### src/rtl/epp_host_pkg.sv
`timescale 1ns/1ps
package epp_host_pkg;

  typedef enum logic [2:0] {
    ST_IDLE   = 3'd0,
    ST_SETUP  = 3'd1,
    ST_STROBE = 3'd2,
    ST_HOLD   = 3'd3,
    ST_GAP    = 3'd4
  } host_st_t;

  localparam int unsigned T_STB = 0;
  localparam int unsigned T_GAP = 1;
  localparam int unsigned T_TO  = 2;
  localparam int unsigned N_TMR = 3;

  function automatic int unsigned ns_to_cyc(input int unsigned ns, input int unsigned per);
    int unsigned c;
    c = (ns + per - 1) / per;
    return (c == 0) ? 1 : c;
  endfunction

  function automatic int unsigned cnt_width(input int unsigned v);
    return (v < 2) ? 1 : $clog2(v + 1);
  endfunction

endpackage

### src/rtl/epp_host_sync.sv
`timescale 1ns/1ps
module epp_host_sync #(
  parameter int unsigned STAGES = 2
) (
  input  logic clk,
  input  logic rst_n,
  input  logic d,
  output logic q
);
  logic [STAGES-1:0] chain;

  always_ff @(posedge clk) begin
    if (!rst_n) chain <= '0;
    else        chain <= {chain[STAGES-2:0], d};
  end

  assign q = chain[STAGES-1];
endmodule

### src/rtl/epp_host_timer.sv
`timescale 1ns/1ps
module epp_host_timer #(
  parameter int unsigned W = 8
) (
  input  logic         clk,
  input  logic         rst_n,
  input  logic         load,
  input  logic [W-1:0] load_val,
  output logic         expired
);
  logic [W-1:0] cnt;

  always_ff @(posedge clk) begin
    if (!rst_n)          cnt <= '0;
    else if (load)       cnt <= load_val;
    else if (cnt != '0)  cnt <= cnt - 1'b1;
  end

  assign expired = (cnt == '0);
endmodule

### src/rtl/epp_host_master.sv
`timescale 1ns/1ps
module epp_host_master
  import epp_host_pkg::*;
#(
  parameter int unsigned CLK_PERIOD_NS = 5,
  parameter int unsigned STROBE_MIN_NS = 80,
  parameter int unsigned SETUP_GAP_NS  = 40,
  parameter int unsigned TIMEOUT_NS    = 10_000_000,
  parameter int unsigned SYNC_STAGES   = 2,
  parameter int unsigned DW            = 8
) (
  input  logic          clk,
  input  logic          rst_n,
  input  logic          cmd_valid,
  output logic          cmd_ready,
  input  logic [1:0]    cmd_kind,
  input  logic [DW-1:0] cmd_wdata,
  output logic          done,
  output logic [DW-1:0] done_rdata,
  output logic          timeout,
  output logic          epp_astb_n,
  output logic          epp_dstb_n,
  output logic          epp_dir,
  output logic [DW-1:0] bus_out,
  output logic          bus_oe,
  input  logic [DW-1:0] bus_in,
  input  logic          epp_wait
);

  localparam int unsigned STB_CYC = ns_to_cyc(STROBE_MIN_NS, CLK_PERIOD_NS);
  localparam int unsigned GAP_CYC = ns_to_cyc(SETUP_GAP_NS, CLK_PERIOD_NS);
  localparam int unsigned TO_CYC  = ns_to_cyc(TIMEOUT_NS, CLK_PERIOD_NS);
  localparam int unsigned MAX_A   = (STB_CYC > GAP_CYC) ? STB_CYC : GAP_CYC;
  localparam int unsigned MAX_CYC = (MAX_A > TO_CYC) ? MAX_A : TO_CYC;
  localparam int unsigned TW      = cnt_width(MAX_CYC);

  host_st_t      state, state_nx;
  logic [1:0]    kind_q, kind_nx;
  logic [DW-1:0] wdata_q, rdata_q;
  logic          got_wait, wait_s, wait_hi;
  logic          accept, fin, abort, active_nx, use_dstb_nx;
  logic          astb_q, dstb_q, dir_q, oe_q, done_q, to_q;

  logic [N_TMR-1:0] tmr_load, tmr_exp;
  logic [TW-1:0]    tmr_val [N_TMR];

  epp_host_sync #(.STAGES(SYNC_STAGES)) u_wait_sync (
    .clk   (clk),
    .rst_n (rst_n),
    .d     (epp_wait),
    .q     (wait_s)
  );

  assign tmr_val[T_STB] = TW'(STB_CYC - 1);
  assign tmr_val[T_GAP] = TW'(GAP_CYC - 1);
  assign tmr_val[T_TO]  = TW'(TO_CYC - 1);

  for (genvar gi = 0; gi < N_TMR; gi++) begin : g_tmr
    epp_host_timer #(.W(TW)) u_tmr (
      .clk      (clk),
      .rst_n    (rst_n),
      .load     (tmr_load[gi]),
      .load_val (tmr_val[gi]),
      .expired  (tmr_exp[gi])
    );
  end

  assign cmd_ready = (state == ST_IDLE) && !wait_s;
  assign accept    = cmd_valid && cmd_ready;
  assign wait_hi   = got_wait || wait_s;

  always_comb begin
    state_nx = state;
    fin      = 1'b0;
    abort    = 1'b0;
    unique case (state)
      ST_IDLE:   if (accept) state_nx = ST_SETUP;
      ST_SETUP:  state_nx = ST_STROBE;
      ST_STROBE: begin
        if (wait_hi && tmr_exp[T_STB]) begin
          state_nx = ST_HOLD;
        end else if (!wait_hi && tmr_exp[T_TO]) begin
          state_nx = ST_IDLE;
          abort    = 1'b1;
        end
      end
      ST_HOLD: begin
        if (!wait_s) begin
          state_nx = ST_GAP;
          fin      = 1'b1;
        end else if (tmr_exp[T_TO]) begin
          state_nx = ST_IDLE;
          abort    = 1'b1;
        end
      end
      ST_GAP:    if (tmr_exp[T_GAP]) state_nx = ST_IDLE;
      default:   state_nx = ST_IDLE;
    endcase
  end

  always_comb begin
    tmr_load        = '0;
    tmr_load[T_STB] = (state == ST_SETUP);
    tmr_load[T_TO]  = (state == ST_SETUP) || (state == ST_STROBE && state_nx == ST_HOLD);
    tmr_load[T_GAP] = (state == ST_HOLD && state_nx == ST_GAP);
  end

  assign kind_nx     = accept ? cmd_kind : kind_q;
  assign use_dstb_nx = kind_nx[1] || kind_nx[0];
  assign active_nx   = (state_nx == ST_SETUP) || (state_nx == ST_STROBE) || (state_nx == ST_HOLD);

  always_ff @(posedge clk) begin
    if (!rst_n) begin
      state    <= ST_IDLE;
      kind_q   <= 2'b00;
      wdata_q  <= '0;
      rdata_q  <= '0;
      got_wait <= 1'b0;
      astb_q   <= 1'b1;
      dstb_q   <= 1'b1;
      dir_q    <= 1'b1;
      oe_q     <= 1'b0;
      done_q   <= 1'b0;
      to_q     <= 1'b0;
    end else begin
      state <= state_nx;
      if (accept) begin
        kind_q  <= cmd_kind;
        wdata_q <= cmd_wdata;
      end
      if (state == ST_SETUP)                 got_wait <= 1'b0;
      else if (state == ST_STROBE && wait_s) got_wait <= 1'b1;
      if (state == ST_STROBE && wait_s && !got_wait && kind_q[1])
        rdata_q <= bus_in;
      astb_q <= !((state_nx == ST_STROBE) && !use_dstb_nx);
      dstb_q <= !((state_nx == ST_STROBE) && use_dstb_nx);
      dir_q  <= !(active_nx && !kind_nx[1]);
      oe_q   <= active_nx && !kind_nx[1];
      done_q <= fin;
      to_q   <= abort;
    end
  end

  assign epp_astb_n = astb_q;
  assign epp_dstb_n = dstb_q;
  assign epp_dir    = dir_q;
  assign bus_oe     = oe_q;
  assign bus_out    = wdata_q;
  assign done       = done_q;
  assign done_rdata = rdata_q;
  assign timeout    = to_q;

endmodule

### config.mk
export PLATFORM = sky130hd
export DESIGN_NAME = epp_host_master
export DESIGN_NICKNAME = d
export VERILOG_FILES = /design/src/rtl/epp_host_pkg.sv /design/src/rtl/epp_host_sync.sv /design/src/rtl/epp_host_timer.sv /design/src/rtl/epp_host_master.sv
export SDC_FILE = /design/constraint.sdc
export NUM_CORES = 1
export LEC_CHECK = 0
export ABC_AREA = 1
export BUFFER_PORTS_ARGS = -buffer_cell sky130_fd_sc_hd__buf_2
export CELL_PAD_IN_SITES_DETAIL_PLACEMENT = 1
export CELL_PAD_IN_SITES_GLOBAL_PLACEMENT = 1
export CORE_MARGIN = 5
export CORE_UTILIZATION = 46
export CTS_CLUSTER_DIAMETER = 60
export DETAILED_ROUTE_END_ITERATION = 10
export PLACE_DENSITY = 0.82
export SLEW_MARGIN = 20
export SYNTH_ARGS = -nofsm -noshare
export SYNTH_HDL_FRONTEND = slang
export SYNTH_SLANG_ARGS = --single-unit
### constraint.sdc
create_clock -name clk -period 2.7 [get_ports clk]
set_input_delay 0.81 -clock clk [delete_from_list [all_inputs] [get_ports clk]]
set_output_delay 0.81 -clock clk [all_outputs]
set_load 0.03 [all_outputs]
==> impl_results.md <==
- Sequential area share after synthesis: 39.7%
- Async SR Flop Fraction: 0%
- CP Launch Type: flop
- Top cell type's share of synthesized area: 39.7%
- Area contributors post-synth: dfxtp_1 40%, nand2_1 14%, nor2_1 14%
- Max Fanout on Critical Path: 4
- Clock share of power: 14.7%
- CTS Buf Count: 9
- Slew headroom: 55.3%
- GRT overflow: 0
- Syn_nets: 722
- Buf/Inv on CP: 1
- Core footprint: 9860 sq um
- CP arrival: 1300 ps
- Core Rows: 36
- Layout cells sized above 1: 13.4%
- RD Place Congestion: 0.867
- Routed via count divided by cell count: 4.98
- VDD IR max: 0.697 mV
- Worst Hold Launch: u_wait_sync.chain[0]
- Non-filler cells, final: 878
- Synth-to-Final Area Change: 12.1%
- Worst endpoint required time: 1890 ps
- Synth cell count leaders: 172 x nand2_1, 169 x nor2_1, 93 x dfxtp_1
- Number of global-route vias before repair: 4,706
- Combinational Power Share: 55.2%
- Post-CTS Resized: 0
- Post-CTS setup buffer count: 0
- Fin area: 5260 sq um
- Avg Cell Area, Syn: 6.76 sq um
- Starting density of the core: 47.5%
- Synth Flop Type: dfxtp_1
- Reg2reg setup slack: 740 ps
- Setup TNS: 0 ps
- DP HPWL: 9940 um
- Worst path top cell family by delay: flip-flops
- Post-Syn Instances: 694
- Final ANT Viol Nets: 0
- GR Util met1: 24.6%
- Reg-to-reg endpoint: g_tmr[2].u_tmr.cnt[19]
- Least-Margin Pin Slew: 669 ps
- Skew final: 9.62 ps
- Power per cell area: 1330 nW/um^2
- Initial antenna violation count: 0
- Total track usage: 21.5%
- Warnings, synthesis: 0
- Placed insts: 862
- DR DRC count: 0
- Clock buffer depth: 2
- First DRT Iteration DRCs: 191
- RSZ-0062 raised after global routing: no
- Root Driver: clkbuf_8
- GR Layer Usage met3: 5.46%
- Hold path depth: 2
- Worst path cell trace: nor2_2 > nand2_1 > nor2_1 > buf_2
- Worst r2r path cells: 9
- Clock sink count: 93
- Crit path max-delay cell type: dfxtp_1
- HP Class: flop to flop
- Status: finished, final reports clean
- First-pass DRT Iterations: 4
- DRT Wirelength: 12,700 um
- Synth area leader: dfxtp_1
- Max Freq: 473 MHz
- #FFs+latches synth: 93
- GR Util met2: 40.3%
- Lkg Pwr: 0.00254 uW
- Sw frac: 47.7%
- Clk_lat worst skew: 380 ps
- GRT busiest layer: met2
- Final period util: 78.3%
- Largest net degree at the start of global routing: 29
- Int Pwr: 3670 uW
- Min-Delay Endpoint: u_wait_sync.chain[1]
- DP Area: 5040 sq um
- Max-Cap Viols: 0
- EDFF count, synth: 0
- DR vias: 4,370
- Post-synth cell types: 34
- Max Slew Vio Count: 0
- WS Path Type: flop to output pin
- CTS tree: done
- RR Startpoint: g_tmr[2].u_tmr.cnt[0]
- Die area: 12,300 sq um
- Clk pin slew, worst setup/hold paths: 90 ps
- Flop pwr share: 30.1%
- Final Hold Viols: 0
- Synth Cell Area: 4690 sq um
- First-pass GRT wire length: 22,000 um
- Top-count cell post-synth: nand2_1
- Die H: 111 um
- Antenna cells: 0
- Setup-failing EPs final: 0
- Switching Power: 3340 uW
- Port-buffer cells: 44
- Io pins: 45
- Crit end category: output pin
- Nets: 768
- Final min period: 2110 ps
- Crit-path max cell delay: 380 ps
- Cts hold-fix bufs: 0
- H-tree depth: 3
- Routed WL per cell: 14.4 um
- Die Span X: 111 um
==> layer usage <==
metal	vias to the layer above	wire length [um]
met4	0	96
met3	7	350
met5	-	0
li1	2249	-
met1	2076	5510
met2	38	6730
==> metrics by stage <==
stage                     setup WS, ps  util [%]  hold WS [ps]  power (uW)
final                              587      53.3           424        7000
after global routing               446      53.3           469        7750
after CTS                          558      53.3           431        7070
after detailed placement           683      51.1           409        6010
after global placement             771      51.1           395        5820
after floorplan                    965         -           390        5100
==> power by group through the flow <==
stage	sequential [uW]	combinational (uW)	clock, uW
global placement	2120	3700	0
detailed placement	2130	3880	0
CTS	2110	3900	1060
global route	2170	4460	1120
floorplan	2060	3030	0
finish	2110	3870	1030
==> cell usage in the layout (no fill, tap or decap), types with 11 or more instances in the layout <==
cell	synthesis	routed
nand2_1	172	172
nor3_1	12	12
o21ai_0	11	11
inv_1	56	56
a21oi_1	22	22
dfxtp_1	93	93
nor2_2	14	14
xnor2_1	30	30
xor2_1	12	12
buf_2	6	44
nand3_1	42	42
nor2_1	169	169
==> state kept, by name, summed over array words and instances (netlist names) <==
signal,cells
bus_oe,1
bus_out,8
done,1
done_rdata,8
epp_astb_n,1
epp_dir,1
epp_dstb_n,1
g_tmr.u_tmr.cnt,63
got_wait,1
kind_q,2
state,3
timeout,1
u_wait_sync.chain,2
==> cells by family after synthesis <==
logic type	count (synthesis)	synth area share, %
XOR/XNOR	42	7.84
AO/OA/AOI/OAI	39	4.40
AND/OR/NAND/NOR	441	40.3
adder cells (fa/ha/maj)	6	1.60
buffers and inverters	73	6.16
flip-flops	93	39.7
==> final cells by class <==
cell class,instances,area (sq um)
fill,1304,4610
clock inverter,6,86.3
multi-input combinational,528,2540
timing repair buffer,48,250
sequential,93,1860
tap,133,166
clock buffer,10,128
inverter,60,225
==> worst max path at each step <==
stage | start | end | slack, ps | cells past startpoint
2_1_floorplan | state[0] | cmd_ready | 960 | 3
3_3_place_gp | cmd_valid | epp_dstb_n | 770 | 7
3_5_place_dp | cmd_valid | epp_astb_n | 680 | 7
4_1_cts | state[0] | cmd_ready | 560 | 4
5_1_grt | g_tmr[2].u_tmr.cnt[6] | g_tmr[2].u_tmr.cnt[19] | 450 | 8
6_report | state[0] | cmd_ready | 590 | 4
==> worst reg2reg max path, cell delays in order, from the launching register on <==
cell and delay, ps:
dfxtp_1 340, inv_1 160, ha_1 200, nand2_1 60
nor2_1 110, nand3_1 410, inv_1 340, nor2_1 90
nor2_1 100, nor2_1 50
(Power assumes the default switching activity.)
